===== src/rtl/twb_pkg.sv =====
package twb_pkg;
  typedef struct packed {
    logic start;
    logic stop;
    logic scl_rise;
    logic scl_fall;
  } twb_ev_t;

  localparam int unsigned LINE_SCL  = 0;
  localparam int unsigned LINE_SDA  = 1;
  localparam int unsigned NUM_LINES = 2;
endpackage


===== src/rtl/twb_rst_sync.sv =====
module twb_rst_sync (
  input  logic clk,
  input  logic rst_n,
  output logic rst_sync_n
);
  logic [1:0] stage_q;

  always_ff @(posedge clk or negedge rst_n) begin
    if (!rst_n) stage_q <= 2'b00;
    else        stage_q <= {stage_q[0], 1'b1};
  end

  assign rst_sync_n = stage_q[1];
endmodule


===== src/rtl/twb_sync.sv =====
module twb_sync #(
  parameter logic RST_VAL = 1'b1
) (
  input  logic clk,
  input  logic rst_n,
  input  logic din,
  output logic dout
);
  logic meta_q, sync_q;

  always_ff @(posedge clk or negedge rst_n) begin
    if (!rst_n) begin
      meta_q <= RST_VAL;
      sync_q <= RST_VAL;
    end else begin
      meta_q <= din;
      sync_q <= meta_q;
    end
  end

  assign dout = sync_q;
endmodule


===== src/rtl/twb_glitch_filter.sv =====
module twb_glitch_filter #(
  parameter int unsigned CNT_W   = 5,
  parameter logic        RST_VAL = 1'b1
) (
  input  logic             clk,
  input  logic             rst_n,
  input  logic             din,
  input  logic [CNT_W-1:0] len,
  output logic             dout
);
  logic [CNT_W-1:0] cnt_q, cnt_d;
  logic             lvl_q, lvl_d;
  logic             differs;

  assign differs = (din != lvl_q);

  always_comb begin
    cnt_d = '0;
    lvl_d = lvl_q;
    if (differs) begin
      if (cnt_q == len) begin
        lvl_d = din;
        cnt_d = '0;
      end else begin
        cnt_d = cnt_q + 1'b1;
      end
    end
  end

  always_ff @(posedge clk or negedge rst_n) begin
    if (!rst_n) begin
      cnt_q <= '0;
      lvl_q <= RST_VAL;
    end else begin
      cnt_q <= cnt_d;
      lvl_q <= lvl_d;
    end
  end

  assign dout = lvl_q;

  // an accepted level always equals the input seen one cycle before
  a_r3_accept_source: assert property (@(posedge clk) disable iff (!rst_n)
    !$stable(lvl_q) |-> (lvl_q == $past(din)));
endmodule


===== src/rtl/twb_event_gen.sv =====
module twb_event_gen
  import twb_pkg::*;
(
  input  logic    clk,
  input  logic    rst_n,
  input  logic    scl_f,
  input  logic    sda_f,
  output twb_ev_t ev,
  output logic    idle
);
  logic    scl_d_q, sda_d_q;
  twb_ev_t ev_q, ev_d;
  logic    idle_q, idle_d;

  always_comb begin
    ev_d.start    = sda_d_q & ~sda_f & scl_f;
    ev_d.stop     = ~sda_d_q & sda_f & scl_f;
    ev_d.scl_rise = ~scl_d_q & scl_f;
    ev_d.scl_fall = scl_d_q & ~scl_f;
    idle_d        = idle_q;
    if (ev_d.stop)       idle_d = 1'b1;
    else if (ev_d.start) idle_d = 1'b0;
  end

  always_ff @(posedge clk or negedge rst_n) begin
    if (!rst_n) begin
      scl_d_q <= 1'b1;
      sda_d_q <= 1'b1;
      ev_q    <= '0;
      idle_q  <= 1'b1;
    end else begin
      scl_d_q <= scl_f;
      sda_d_q <= sda_f;
      ev_q    <= ev_d;
      idle_q  <= idle_d;
    end
  end

  assign ev   = ev_q;
  assign idle = idle_q;

  a_r8_start_clears_idle: assert property (@(posedge clk) disable iff (!rst_n)
    ev_q.start |-> !idle_q);
  a_r8_stop_sets_idle: assert property (@(posedge clk) disable iff (!rst_n)
    ev_q.stop |-> idle_q);
  a_r5_start_stop_exclusive: assert property (@(posedge clk) disable iff (!rst_n)
    $onehot0({ev_q.start, ev_q.stop}));
  a_r6_edges_exclusive: assert property (@(posedge clk) disable iff (!rst_n)
    $onehot0({ev_q.scl_rise, ev_q.scl_fall}));
  a_r7_condition_needs_scl_high: assert property (@(posedge clk) disable iff (!rst_n)
    (ev_q.start || ev_q.stop) |-> $past(scl_f));
  a_r10_start_single: assert property (@(posedge clk) disable iff (!rst_n)
    ev_q.start |=> !ev_q.start);
  a_r10_stop_single: assert property (@(posedge clk) disable iff (!rst_n)
    ev_q.stop |=> !ev_q.stop);
endmodule


===== src/rtl/twb_cond_detect.sv =====
module twb_cond_detect
  import twb_pkg::*;
#(
  parameter int unsigned CNT_W = 5
) (
  input  logic             clk,
  input  logic             rst_n,
  input  logic             scl_raw,
  input  logic             sda_raw,
  input  logic [CNT_W-1:0] filt_len,
  output logic             scl_lvl,
  output logic             sda_lvl,
  output logic             bus_idle,
  output logic             start_stb,
  output logic             stop_stb,
  output logic             scl_rise_stb,
  output logic             scl_fall_stb
);
  logic                 rst_s_n;
  logic [NUM_LINES-1:0] raw_vec, sync_vec, filt_vec;
  twb_ev_t              ev;

  twb_rst_sync u_rst (
    .clk       (clk),
    .rst_n     (rst_n),
    .rst_sync_n(rst_s_n)
  );

  assign raw_vec[LINE_SCL] = scl_raw;
  assign raw_vec[LINE_SDA] = sda_raw;

  for (genvar i = 0; i < NUM_LINES; i++) begin : g_line
    twb_sync #(.RST_VAL(1'b1)) u_sync (
      .clk  (clk),
      .rst_n(rst_s_n),
      .din  (raw_vec[i]),
      .dout (sync_vec[i])
    );
    twb_glitch_filter #(.CNT_W(CNT_W), .RST_VAL(1'b1)) u_filt (
      .clk  (clk),
      .rst_n(rst_s_n),
      .din  (sync_vec[i]),
      .len  (filt_len),
      .dout (filt_vec[i])
    );
  end

  twb_event_gen u_ev (
    .clk  (clk),
    .rst_n(rst_s_n),
    .scl_f(filt_vec[LINE_SCL]),
    .sda_f(filt_vec[LINE_SDA]),
    .ev   (ev),
    .idle (bus_idle)
  );

  assign scl_lvl      = filt_vec[LINE_SCL];
  assign sda_lvl      = filt_vec[LINE_SDA];
  assign start_stb    = ev.start;
  assign stop_stb     = ev.stop;
  assign scl_rise_stb = ev.scl_rise;
  assign scl_fall_stb = ev.scl_fall;
endmodule


===== config.mk =====
export PLATFORM = sky130hd
export DESIGN_NAME = twb_cond_detect
export DESIGN_NICKNAME = d
export VERILOG_FILES = /design/src/rtl/twb_pkg.sv /design/src/rtl/twb_rst_sync.sv /design/src/rtl/twb_sync.sv /design/src/rtl/twb_glitch_filter.sv /design/src/rtl/twb_event_gen.sv /design/src/rtl/twb_cond_detect.sv
export SDC_FILE = /design/constraint.sdc
export NUM_CORES = 1
export LEC_CHECK = 0
export BUFFER_PORTS_ARGS = -buffer_cell sky130_fd_sc_hd__buf_4
export CORE_MARGIN = 1.5
export CORE_UTILIZATION = 48
export CTS_CLUSTER_SIZE = 8
export DETAILED_ROUTE_END_ITERATION = 7
export PLACE_DENSITY = 0.7
export SLEW_MARGIN = 15
export SYNTH_ARGS = -nofsm -noshare
export SYNTH_HDL_FRONTEND = slang
export SYNTH_SLANG_ARGS = --single-unit

===== constraint.sdc =====
create_clock -name clk -period 0.8 [get_ports clk]
set_input_delay 0.16 -clock clk [delete_from_list [all_inputs] [get_ports clk]]
set_output_delay 0.16 -clock clk [all_outputs]
set_load 0.05 [all_outputs]

==> flow_summary.ini <==
[status]
status = finished with violations
violations = negative setup slack

[floorplanning]
ios = 16
die-area_mm2 = 0.00242
core_area_mm2 = 0.00198
start_util_pct = 51.6
fp.dieW_um = 49.2
rows = 16
die-height_um = 49.2

[worst_setup_path]
critical_path_depth = 1
timing.rr.start = g_line[0].u_filt.dout$_DFFE_PN1P_
crit_start = g_line[1].u_filt.dout$_DFFE_PN1P_
ff2ff_setup_slack_ns = -0.46
critPathLaunchType = flop
worstPathArrival_ns = 1.12
cp_top_family = flip-flops
crit_path_end = sda_lvl
path_cells = buf_8
cp_max_fo = 2
regToRegEndpoint = g_line[0].u_filt.cnt_q[4]$_DFF_PN0_
crit_path_top_delay_cell = dfstp_4
critPathBufInv = 1
rr_worst_depth = 4
crit_path_max_incr_delay_ns = 0.65
end_kind = output pin
worstPathRequired_ns = 0.64
crit_type = reg -> out

[placement]
gp_routability_congestion = 0.752
placed_cell_area_mm2 = 0.00132
port_buffers = 15
dpl.hpwl_mm = 1.18
dp_cells = 136

[timing]
fmax_mhz = 784
final_hold_viol_count = 0
drv_slew = 0
setup_ws_ns = -0.476
report.final.setup_viol = 26
final.period_utilization_pct = 160
post-route-min-period_ns = 1.28
rsz0062_at_grt = yes
finalClockSkew_ns = 0.00260

[synthesis]
synth.net_count = 92
synth-adder-area-share_pct = 2.45
synth_top_area_share_pct = 39.2
synth_top_family_by_area = XOR/XNOR gates
synth-seq-area-share_pct = 62.3
synthSimpleGateAreaFrac_pct = 11.9
syn_inst = 81
synth.yosys.warnings = 0
synthMuxAreaShare_pct = 2.57
synth_top_cell_by_area = dfrtp_1
synthesis.area_mm2 = 0.00102
avgSynthCellArea_um2 = 12.6
synth_cell_type_count = 22
ys_seq_elements = 25
synth_compound_area_share_pct = 4.04
synth-xor-area-share_pct = 15.3
synthTopCellsByArea = dfrtp_1 39%, dfstp_2 23%, xnor2_1 6.9%

[pwr]
finalPower_mw = 5.01
total_leakage_power_nw = 0.683
powerDensity_mw_per_mm2 = 3360
vdd_ir_drop_max_uv = 2320

[run]
cap_violations = 0

[worst_hold_path]
hold_class = in -> async

[clocking]
h-tree-depth = 1
clk_pin_slew_ns = 0.14
ctsLongestPathBuffers = 2
cts.sinks = 25
cts_tree = done
clk_latency_ns = 0.32
cts_root_buf = clkbuf_4
cts_made_buffers = 3

[global_route]
first_global_vias = 724
grt_overflow = 0
antenna_found_initial = 0
gr-usage-all-layers_pct = 17.3
grt_max_degree = 24
grt_pass1_wl_mm = 3.10

[finish]
instances_no_fill = 145
area_growth_syn_to_layout_pct = 45.8
fin_area_mm2 = 0.00149
drive_gt1_share_pct = 49.2
diodes = 0
fin_nets = 130

[routing]
antenna_left = 0
drt_iter0_markers = 2
first_pass_iters = 4
post_drt_via_cell_ratio = 4.60
wl_mm = 1.76
via_count = 667
drc = 0
avgRoutedWirePerCell_um = 12.2
## layout make-up
cell class | count | area [um2]
clock inverters | 1 | 7.51
well taps | 27 | 33.8
inverters | 3 | 11.3
clock buffers | 3 | 22.5
flip-flops and latches | 25 | 644
multi-input cells | 53 | 458
repair buffers | 33 | 313
fillers | 126 | 492
## layout by cell type (no fill, tap or decap), types with 4 or more instances in the layout
master,n
xnor2_1,5
buf_4,20
dfrtp_1,16
xnor2_2,4
dfstp_2,7
xor2_1,6
nand3_1,4
buf_6,6
nor2_1,12
## worst min-delay path by stage
stage / cells past startpoint / from / slack [ns] / to
floorplan: 0 / rst_n / -0.14 / u_rst.stage_q[0]$_DFF_PN0_
global placement: 1 / rst_n / -0.06 / u_rst.stage_q[1]$_DFF_PN0_
detailed placement: 1 / rst_n / -0.06 / u_rst.stage_q[1]$_DFF_PN0_
CTS: 2 / rst_n / 0.14 / u_rst.stage_q[1]$_DFF_PN0_
global route: 2 / rst_n / 0.15 / u_rst.stage_q[0]$_DFF_PN0_
finish: 2 / rst_n / 0.16 / u_rst.stage_q[0]$_DFF_PN0_
## sequential cells by signal, indices dropped and copies added (netlist names)
signal                flops
u_ev.idle                 1
g_line.u_filt.cnt_q      10
u_ev.sda_d_q              1
g_line.u_sync.meta_q      2
u_ev.ev                   4
g_line.u_filt.dout        2
u_rst.stage_q             2
u_ev.scl_d_q              1
g_line.u_sync.dout        2
## routing by layer
metal / wire length [um] / vias to the layer above / part of all wire (%) / GRT usage, %
met5: 0 / - / 0 / 0
met4: 33 / 0 / 1.9 / 10.0
met3: 37 / 6 / 2.1 / 2.76
met2: 931 / 10 / 53 / 29.3
met1: 762 / 317 / 43 / 20.9
li1: - / 334 / - / -
## cells by family after synthesis
logic type / Yosys count
and+or+nand+nor: 26
DFF: 25
xor gates and xnor gates: 17
AOI/OAI and AO/OA: 5
buffers and inverters: 3
adders and majority gates: 2
muxes: 2
other: 1
## power by group
| part | internal [mW] | leakage (nW) | total, mW | switching (mW) |
|---|---|---|---|---|
| clock network | 0.191 | 0.0139 | 0.578 | 0.387 |
| logic | 1.15 | 0.362 | 2.46 | 1.30 |
| registers | 1.73 | 0.307 | 1.98 | 0.250 |
## timing repair
| action | in CTS | in global routing |
|---|---|---|
| hold buffers | 3 | 0 |
| endpoints found under the hold margin | 4 | 0 |
| setup endpoints to repair | 26 | 26 |
| resized for setup | 16 | 3 |
| buffers inserted | 2 | 0 |
| pin swaps | 5 | 0 |
## synthesized netlist by cell type
| master | count |
|---|---|
| nand3_1 | 5 |
| mux2_4 | 1 |
| dfrtp_1 | 16 |
| a21boi_1 | 1 |
| nor2b_1 | 2 |
| o31ai_2 | 1 |
| o21ai_0 | 1 |
| ha_1 | 2 |
| nor3_1 | 1 |
| nand4_2 | 1 |
| xor2_1 | 8 |
| nand2_1 | 2 |
| nor2_1 | 14 |
| dfstp_2 | 9 |
| xnor2_2 | 1 |
| o211ai_1 | 1 |
| inv_1 | 3 |
| conb_1 | 1 |
| mux2_1 | 1 |
| o21ai_2 | 1 |
| nor2_2 | 1 |
| xnor2_1 | 8 |
## per-stage QoR
step | hold WS [ns] | util (%) | setup slack, ns | TNS, ns
global placement | -0.0571 | 66.6 | -0.440 | -5.55
finish | 0.159 | 75.2 | -0.476 | -8.98
detailed placement | -0.0556 | 66.6 | -0.453 | -5.82
floorplan | -0.136 | - | -0.407 | -5.22
global route | 0.151 | 75.2 | -0.524 | -10.46
CTS | 0.141 | 73.7 | -0.494 | -9.00
## worst reg2reg max path, stage by stage, from the launching register on
cell     delay (ns)
dfstp_4        0.65
buf_4          0.16
xor2_4         0.17
o31ai_4        0.11
nor2_1         0.11
Note: power is estimated with default switching activity, not from simulation.
